[src/rtl/tlock_pkg.sv]
package tlock_pkg;

    typedef enum logic {
        SLOT_FREE     = 1'b0,
        SLOT_TICKETED = 1'b1
    } slot_e;

endpackage

[src/rtl/tlock_alloc.sv]
module tlock_alloc #(
    parameter int N_PORTS = 4,
    parameter int TKT_W   = 3
) (
    input  logic [TKT_W-1:0]              base,
    input  logic [N_PORTS-1:0]            take,
    output logic [N_PORTS-1:0][TKT_W-1:0] tkt,
    output logic [TKT_W-1:0]              taken
);
    always_comb begin
        logic [TKT_W-1:0] ofs;
        ofs = '0;
        for (int i = 0; i < N_PORTS; i++) begin
            tkt[i] = base + ofs;
            if (take[i]) ofs = ofs + TKT_W'(1);
        end
        taken = ofs;
    end
endmodule

[src/rtl/tlock_slot.sv]
module tlock_slot
    import tlock_pkg::*;
#(
    parameter int TKT_W = 3
) (
    input  logic             clk,
    input  logic             rst_n,
    input  logic             take,
    input  logic [TKT_W-1:0] tkt_in,
    input  logic [TKT_W-1:0] now_srv,
    input  logic             rel,
    output logic             busy,
    output logic             holding
);
    typedef struct packed {
        slot_e            st;
        logic [TKT_W-1:0] tkt;
    } slot_t;

    slot_t s_d, s_q;

    assign busy    = (s_q.st == SLOT_TICKETED);
    assign holding = busy && (s_q.tkt == now_srv);

    always_comb begin
        s_d = s_q;
        if (!busy && take) begin
            s_d.st  = SLOT_TICKETED;
            s_d.tkt = tkt_in;
        end
        if (holding && rel) s_d.st = SLOT_FREE;
    end

    always_ff @(posedge clk) begin
        if (!rst_n) s_q <= '{st: SLOT_FREE, tkt: '0};
        else        s_q <= s_d;
    end

    // a queued port keeps its ticket until it releases as holder
    p_keep_wait_r5: assert property (@(posedge clk) disable iff (!rst_n)
        (busy && !(holding && rel)) |=> (busy && $stable(s_q.tkt)));

    // an acquire while busy never rewrites the ticket
    p_no_retake_r8: assert property (@(posedge clk) disable iff (!rst_n)
        (busy && take) |=> $stable(s_q.tkt));
endmodule

[src/rtl/ticket_lock.sv]
module ticket_lock #(
    parameter int N_PORTS = 4,
    parameter int TKT_W   = 3
) (
    input  logic               clk,
    input  logic               rst_n,
    input  logic [N_PORTS-1:0] acq_req,
    input  logic [N_PORTS-1:0] rel_req,
    output logic [N_PORTS-1:0] grant,
    output logic               rel_err
);
    localparam logic [TKT_W-1:0] ONE = TKT_W'(1);

    typedef struct packed {
        logic [TKT_W-1:0] next_tkt;
        logic [TKT_W-1:0] now_srv;
        logic             err;
    } ctr_t;

    ctr_t c_d, c_q;

    logic [N_PORTS-1:0]            busy;
    logic [N_PORTS-1:0]            take;
    logic [N_PORTS-1:0][TKT_W-1:0] tkt;
    logic [TKT_W-1:0]              taken;
    logic [N_PORTS-1:0]            good_rel;
    logic [N_PORTS-1:0]            bad_rel;

    assign take     = acq_req & ~busy;
    assign good_rel = rel_req & grant;
    assign bad_rel  = rel_req & ~grant;

    tlock_alloc #(.N_PORTS(N_PORTS), .TKT_W(TKT_W)) u_alloc (
        .base  (c_q.next_tkt),
        .take  (take),
        .tkt   (tkt),
        .taken (taken)
    );

    for (genvar g = 0; g < N_PORTS; g++) begin : g_slot
        tlock_slot #(.TKT_W(TKT_W)) u_slot (
            .clk     (clk),
            .rst_n   (rst_n),
            .take    (take[g]),
            .tkt_in  (tkt[g]),
            .now_srv (c_q.now_srv),
            .rel     (rel_req[g]),
            .busy    (busy[g]),
            .holding (grant[g])
        );
    end

    always_comb begin
        c_d          = c_q;
        c_d.next_tkt = c_q.next_tkt + taken;
        if (|good_rel) c_d.now_srv = c_q.now_srv + ONE;
        c_d.err      = |bad_rel;
    end

    always_ff @(posedge clk) begin
        if (!rst_n) c_q <= '{next_tkt: '0, now_srv: '0, err: 1'b0};
        else        c_q <= c_d;
    end

    assign rel_err = c_q.err;

    // mutual exclusion
    p_mutex_r3: assert property (@(posedge clk) disable iff (!rst_n)
        $onehot0(grant));

    // a holder release advances service by exactly one
    p_serve_step_r4: assert property (@(posedge clk) disable iff (!rst_n)
        (|good_rel) |=> (c_q.now_srv == $past(c_q.now_srv) + ONE));

    // a stray release flags an error in the following cycle
    p_bad_rel_r7: assert property (@(posedge clk) disable iff (!rst_n)
        (|bad_rel) |=> rel_err);

    // no stray release means no error pulse
    p_err_quiet_r7: assert property (@(posedge clk) disable iff (!rst_n)
        !(|bad_rel) |=> !rel_err);

    // outstanding tickets never exceed the port count
    p_window_r9: assert property (@(posedge clk) disable iff (!rst_n)
        (TKT_W'(c_q.next_tkt - c_q.now_srv) <= TKT_W'(N_PORTS)));
endmodule

[config.mk]
export PLATFORM = sky130hd
export DESIGN_NAME = ticket_lock
export DESIGN_NICKNAME = d
export VERILOG_FILES = /design/src/rtl/tlock_pkg.sv /design/src/rtl/tlock_alloc.sv /design/src/rtl/tlock_slot.sv /design/src/rtl/ticket_lock.sv
export SDC_FILE = /design/constraint.sdc
export NUM_CORES = 1
export LEC_CHECK = 0
export BUFFER_PORTS_ARGS = -buffer_cell sky130_fd_sc_hd__buf_4
export CAP_MARGIN = 10
export CORE_UTILIZATION = 40
export DETAILED_ROUTE_END_ITERATION = 6
export GPL_TIMING_DRIVEN = 0
export PLACE_DENSITY = 0.59
export SYNTH_ARGS = -nofsm -noshare
export SYNTH_HDL_FRONTEND = slang
export SYNTH_SLANG_ARGS = --single-unit
[constraint.sdc]
create_clock -name clk -period 9.7 [get_ports clk]
set_clock_uncertainty 0.2 [all_clocks]
set_input_delay 1.94 -clock clk [delete_from_list [all_inputs] [get_ports clk]]
set_output_delay 1.94 -clock clk [all_outputs]
set_load 0.02 [all_outputs]
==> results_dict.tcl <==
set metrics [dict create \
    final_period_minus_worst_setup_slack_ns 4.55 \
    worst_hold_path.num_cells 2 \
    hold_path_class "register to register" \
    reg2reg_to "c_q[6]" \
    fp-row-count 21 \
    clock_latency_ns 0.31 \
    drt_pass1_iterations 4 \
    outcome "completed" \
    synth_top_family_by_area "simple AND/OR/NAND/NOR gates" \
    ff2ff_setup_slack_ns 6.52 \
    grt_antenna_before_repair 0 \
    setup_tns_ns 0 \
    yosys_most_used_dff "sky130_fd_sc_hd__dfxtp_1" \
    num_vias 1051 \
    slowest_stage_cell_cp "sky130_fd_sc_hd__nor2b_1" \
    combPwrFrac 0.501 \
    design.final.nets 193 \
    cell_at_the_root_of_the_clock_tree "sky130_fd_sc_hd__clkbuf_4" \
    timing.critical_path.arrival_ns 4.57 \
    estimated_wirelength_of_the_detail_placed_design_mm 2.27 \
    power_uw 361 \
    drive_above_1_share 0.186 \
    start_util 0.426 \
    timing.slew.headroom 0.666 \
    die-height_um 62.3 \
    h-tree-depth 1 \
    wire_length_of_the_first_global_routing_pass_mm 4.85 \
    post_synth_main_area_contributors "sky130_fd_sc_hd__dfxtp_1 (32%), sky130_fd_sc_hd__xnor2_1 (7.8%), sky130_fd_sc_hd__ha_1 (6.9%)" \
    finalSetupViolCount 0 \
    synth_compound_gate_area_share 0.115 \
    worstSetupPathType "input port to register" \
    min-delay-start "g_slot[2].u_slot.s_q[1]" \
    die_area_um2 3880 \
    syn-instance-count 154 \
    maxCapViolations 0 \
    clock_path_buffers 2 \
    category_of_the_worst_setup_path_capture_point "register" \
    cts_tree "built" \
    drv_slew 0 \
    synth.ff_latch_count 23 \
    netlist-cell-type-count 31 \
    io_pins 15 \
    max_stage_delay_ns 0.42 \
    synthesis.area_um2 1460 \
    antenna-diode-count 0 \
    seq_power_share 0.378 \
    via_per_inst 4.82 \
    nFillCells 357 \
    synth_simple_gate_area_frac 0.202 \
    worstSetupStartpointType "input port" \
    placeableCoreArea_um2 3420 \
    edff_count_synth 0 \
    yosys-mux-area-fraction 0.0413 \
    finalHoldViolCount 0 \
    drc_errors 0 \
    grt_max_degree 13 \
    globalplace.congestion 0.794 \
    synth_nets 174 \
    clockPowerShare 0.120 \
    area_delta_synth_final_pct 13.0 \
    yosysWarnings 0 \
    power.internal_uw 223 \
    cts_inserted_buffers 3 \
    post-cts-setup-buffers 0 \
    worst_reg_to_reg_path_cell_count 11 \
    place.port_buffers 14 \
    overflow 0 \
    post_synthesis_average_cell_area_um2 9.45 \
    grt_usage 0.160 \
    drt_iter0_drc 34 \
    post_cts_resize_count 0 \
    synth-xor-area-share 0.149 \
    route.detailed.wl_per_inst_um 12.8 \
    worst_hold_end "g_slot[2].u_slot.s_q[1]" \
    netlist.top_cell.by_area "sky130_fd_sc_hd__dfxtp_1" \
    adder_cell_share_of_the_synthesized_area 0.0963 \
    ctsHoldBuffers 0 \
    synth.most_common_cell "sky130_fd_sc_hd__dfxtp_1" \
    ys_seq_area_frac 0.316 \
    power-per-cell-area_nw_per_um2 220 \
    maxClockFrequency_mhz 220 \
    clkTransAtPathRegs_ns 0.12 \
    antenna_violating_nets_left 0 \
    synth-async-reset-ratio 0 \
    rsz0062_at_grt "no" \
    synth_top_cells_by_count "sky130_fd_sc_hd__dfxtp_1 (23), sky130_fd_sc_hd__nand2_1 (15), sky130_fd_sc_hd__xnor2_1 (13)" \
    dieWidth_um 62.3 \
    crit_fanout 6 \
    power.ir.vdd_worst_mv 0.0958 \
    final_worst_path_cycle_share 0.469 \
    clkSinkCount 23 \
    cp_data_required_time_ns 9.72 \
    leakage_power_nw 0.736 \
    tightest_slew_ns 0.499 \
    swShare 0.383 \
    drt-total-wl_mm 2.79 \
    netlist.area_leader.share 0.316 \
    first_global_vias 1052 \
    path_cells "buf_4 -> nor2b_1 -> inv_1 -> ha_1 -> xnor2_1 -> ha_1 -> inv_1 -> mux2i_1 -> fa_1 -> xor2_1 -> xnor2_1 -> and2_1" \
    crit-reg2reg-launch "g_slot[1].u_slot.busy" \
    power.net_switching_uw 138 \
]
-- flip-flops by register name (all words and copies together), names as in the netlist --
register	flops
c_q	6
g_slot.u_slot.busy	4
g_slot.u_slot.s_q	12
rel_err	1
-- kinds of logic after synthesis --
family | after synthesis
adder cells (fa/ha/maj) | 10
flip-flops | 23
buffers and inverters | 22
AND/OR/NAND/NOR | 47
XOR/XNOR | 23
multiplexers | 6
AO/OA/AOI/OAI | 23
-- cell type report --
cell class	instances	area, um^2	area share
Timing Repair Buffer	14	105	0.0639
Inverter	10	37.5	0.0228
Sequential cell	23	460	0.280
Clock buffer	4	26.3	0.0160
Buffer	12	78.8	0.0479
Multi-Input combinational cell	109	878	0.534
Tap cell	46	57.6	0.0350
-- cells in the final DEF, fill, tap and decap left out --
| cell type | count |
|---|---|
| sky130_fd_sc_hd__buf_4 | 19 |
| sky130_fd_sc_hd__nor2b_1 | 10 |
| sky130_fd_sc_hd__xor2_2 | 2 |
| sky130_fd_sc_hd__and2_1 | 6 |
| sky130_fd_sc_hd__and4bb_2 | 1 |
| sky130_fd_sc_hd__inv_1 | 10 |
| sky130_fd_sc_hd__or3_1 | 1 |
| sky130_fd_sc_hd__xor2_1 | 8 |
| sky130_fd_sc_hd__a21boi_0 | 2 |
| sky130_fd_sc_hd__clkbuf_4 | 3 |
| sky130_fd_sc_hd__buf_6 | 2 |
| sky130_fd_sc_hd__dfxtp_1 | 23 |
| sky130_fd_sc_hd__o22ai_1 | 2 |
| sky130_fd_sc_hd__nand2b_1 | 1 |
| sky130_fd_sc_hd__o211a_1 | 3 |
| sky130_fd_sc_hd__a21boi_1 | 1 |
| sky130_fd_sc_hd__nor3_1 | 3 |
| sky130_fd_sc_hd__a21oi_1 | 5 |
| sky130_fd_sc_hd__mux2i_1 | 6 |
| sky130_fd_sc_hd__nor2_1 | 5 |
| sky130_fd_sc_hd__nand3_1 | 1 |
| sky130_fd_sc_hd__nor4b_4 | 2 |
| sky130_fd_sc_hd__xnor2_1 | 13 |
| sky130_fd_sc_hd__fa_1 | 2 |
| sky130_fd_sc_hd__o21ai_0 | 7 |
| sky130_fd_sc_hd__a2111oi_4 | 1 |
| sky130_fd_sc_hd__nor4b_2 | 1 |
| sky130_fd_sc_hd__clkbuf_1 | 6 |
| sky130_fd_sc_hd__nand2_1 | 15 |
| sky130_fd_sc_hd__ha_1 | 8 |
| sky130_fd_sc_hd__and4_4 | 1 |
| sky130_fd_sc_hd__o21a_1 | 2 |
-- critical path: cells and delay by family --
kind | cells | cell delay [ns]
simple gates | 2 | 0.58
buf+inv | 3 | 0.26
xor+xnor | 3 | 0.63
mux | 1 | 0.09
fa+ha+maj | 3 | 1.07
-- routing by layer --
layer / vias up / track usage / routed length, um
met4: 0 / 0.0523 / 43
met5: - / 0 / 0
met2: 12 / 0.264 / 1310
met1: 499 / 0.215 / 1380
li1: 535 / - / -
met3: 5 / 0.0221 / 55
-- per-stage QoR --
step | setup slack (ns) | utilization | cells | hold WS [ns] | instance area (um^2)
CTS | 5.15 | 0.481 | 218 | 0.290 | 1640
finish | 5.15 | 0.481 | 218 | 0.285 | 1640
global route | 4.96 | 0.481 | 218 | 0.317 | 1640
global placement | 4.87 | 0.474 | 214 | 0.267 | 1620
detailed placement | 4.82 | 0.474 | 214 | 0.276 | 1620
floorplan | 5.20 | - | 154 | 0.255 | 1460
-- power groups by stage --
stage | Sequential, mW | Combinational (mW) | Clock [mW]
global placement | 0.138 | 0.177 | 0
detailed placement | 0.139 | 0.183 | 0
global route | 0.140 | 0.203 | 0.0505
CTS | 0.137 | 0.184 | 0.0459
finish | 0.137 | 0.181 | 0.0435
floorplan | 0.133 | 0.144 | 0
-- how the worst max path moves through the flow --
stage,from,endpoint,slack (ns),depth (start not counted)
finish,acq_req[1],c_q[6],5.15,12
global route,acq_req[1],c_q[6],4.96,12
CTS,acq_req[1],c_q[6],5.15,12
detailed placement,acq_req[1],c_q[6],4.82,12
global placement,acq_req[1],c_q[6],4.87,12
floorplan,acq_req[0],c_q[6],5.20,12
Note: power is estimated with default switching activity, not from simulation.
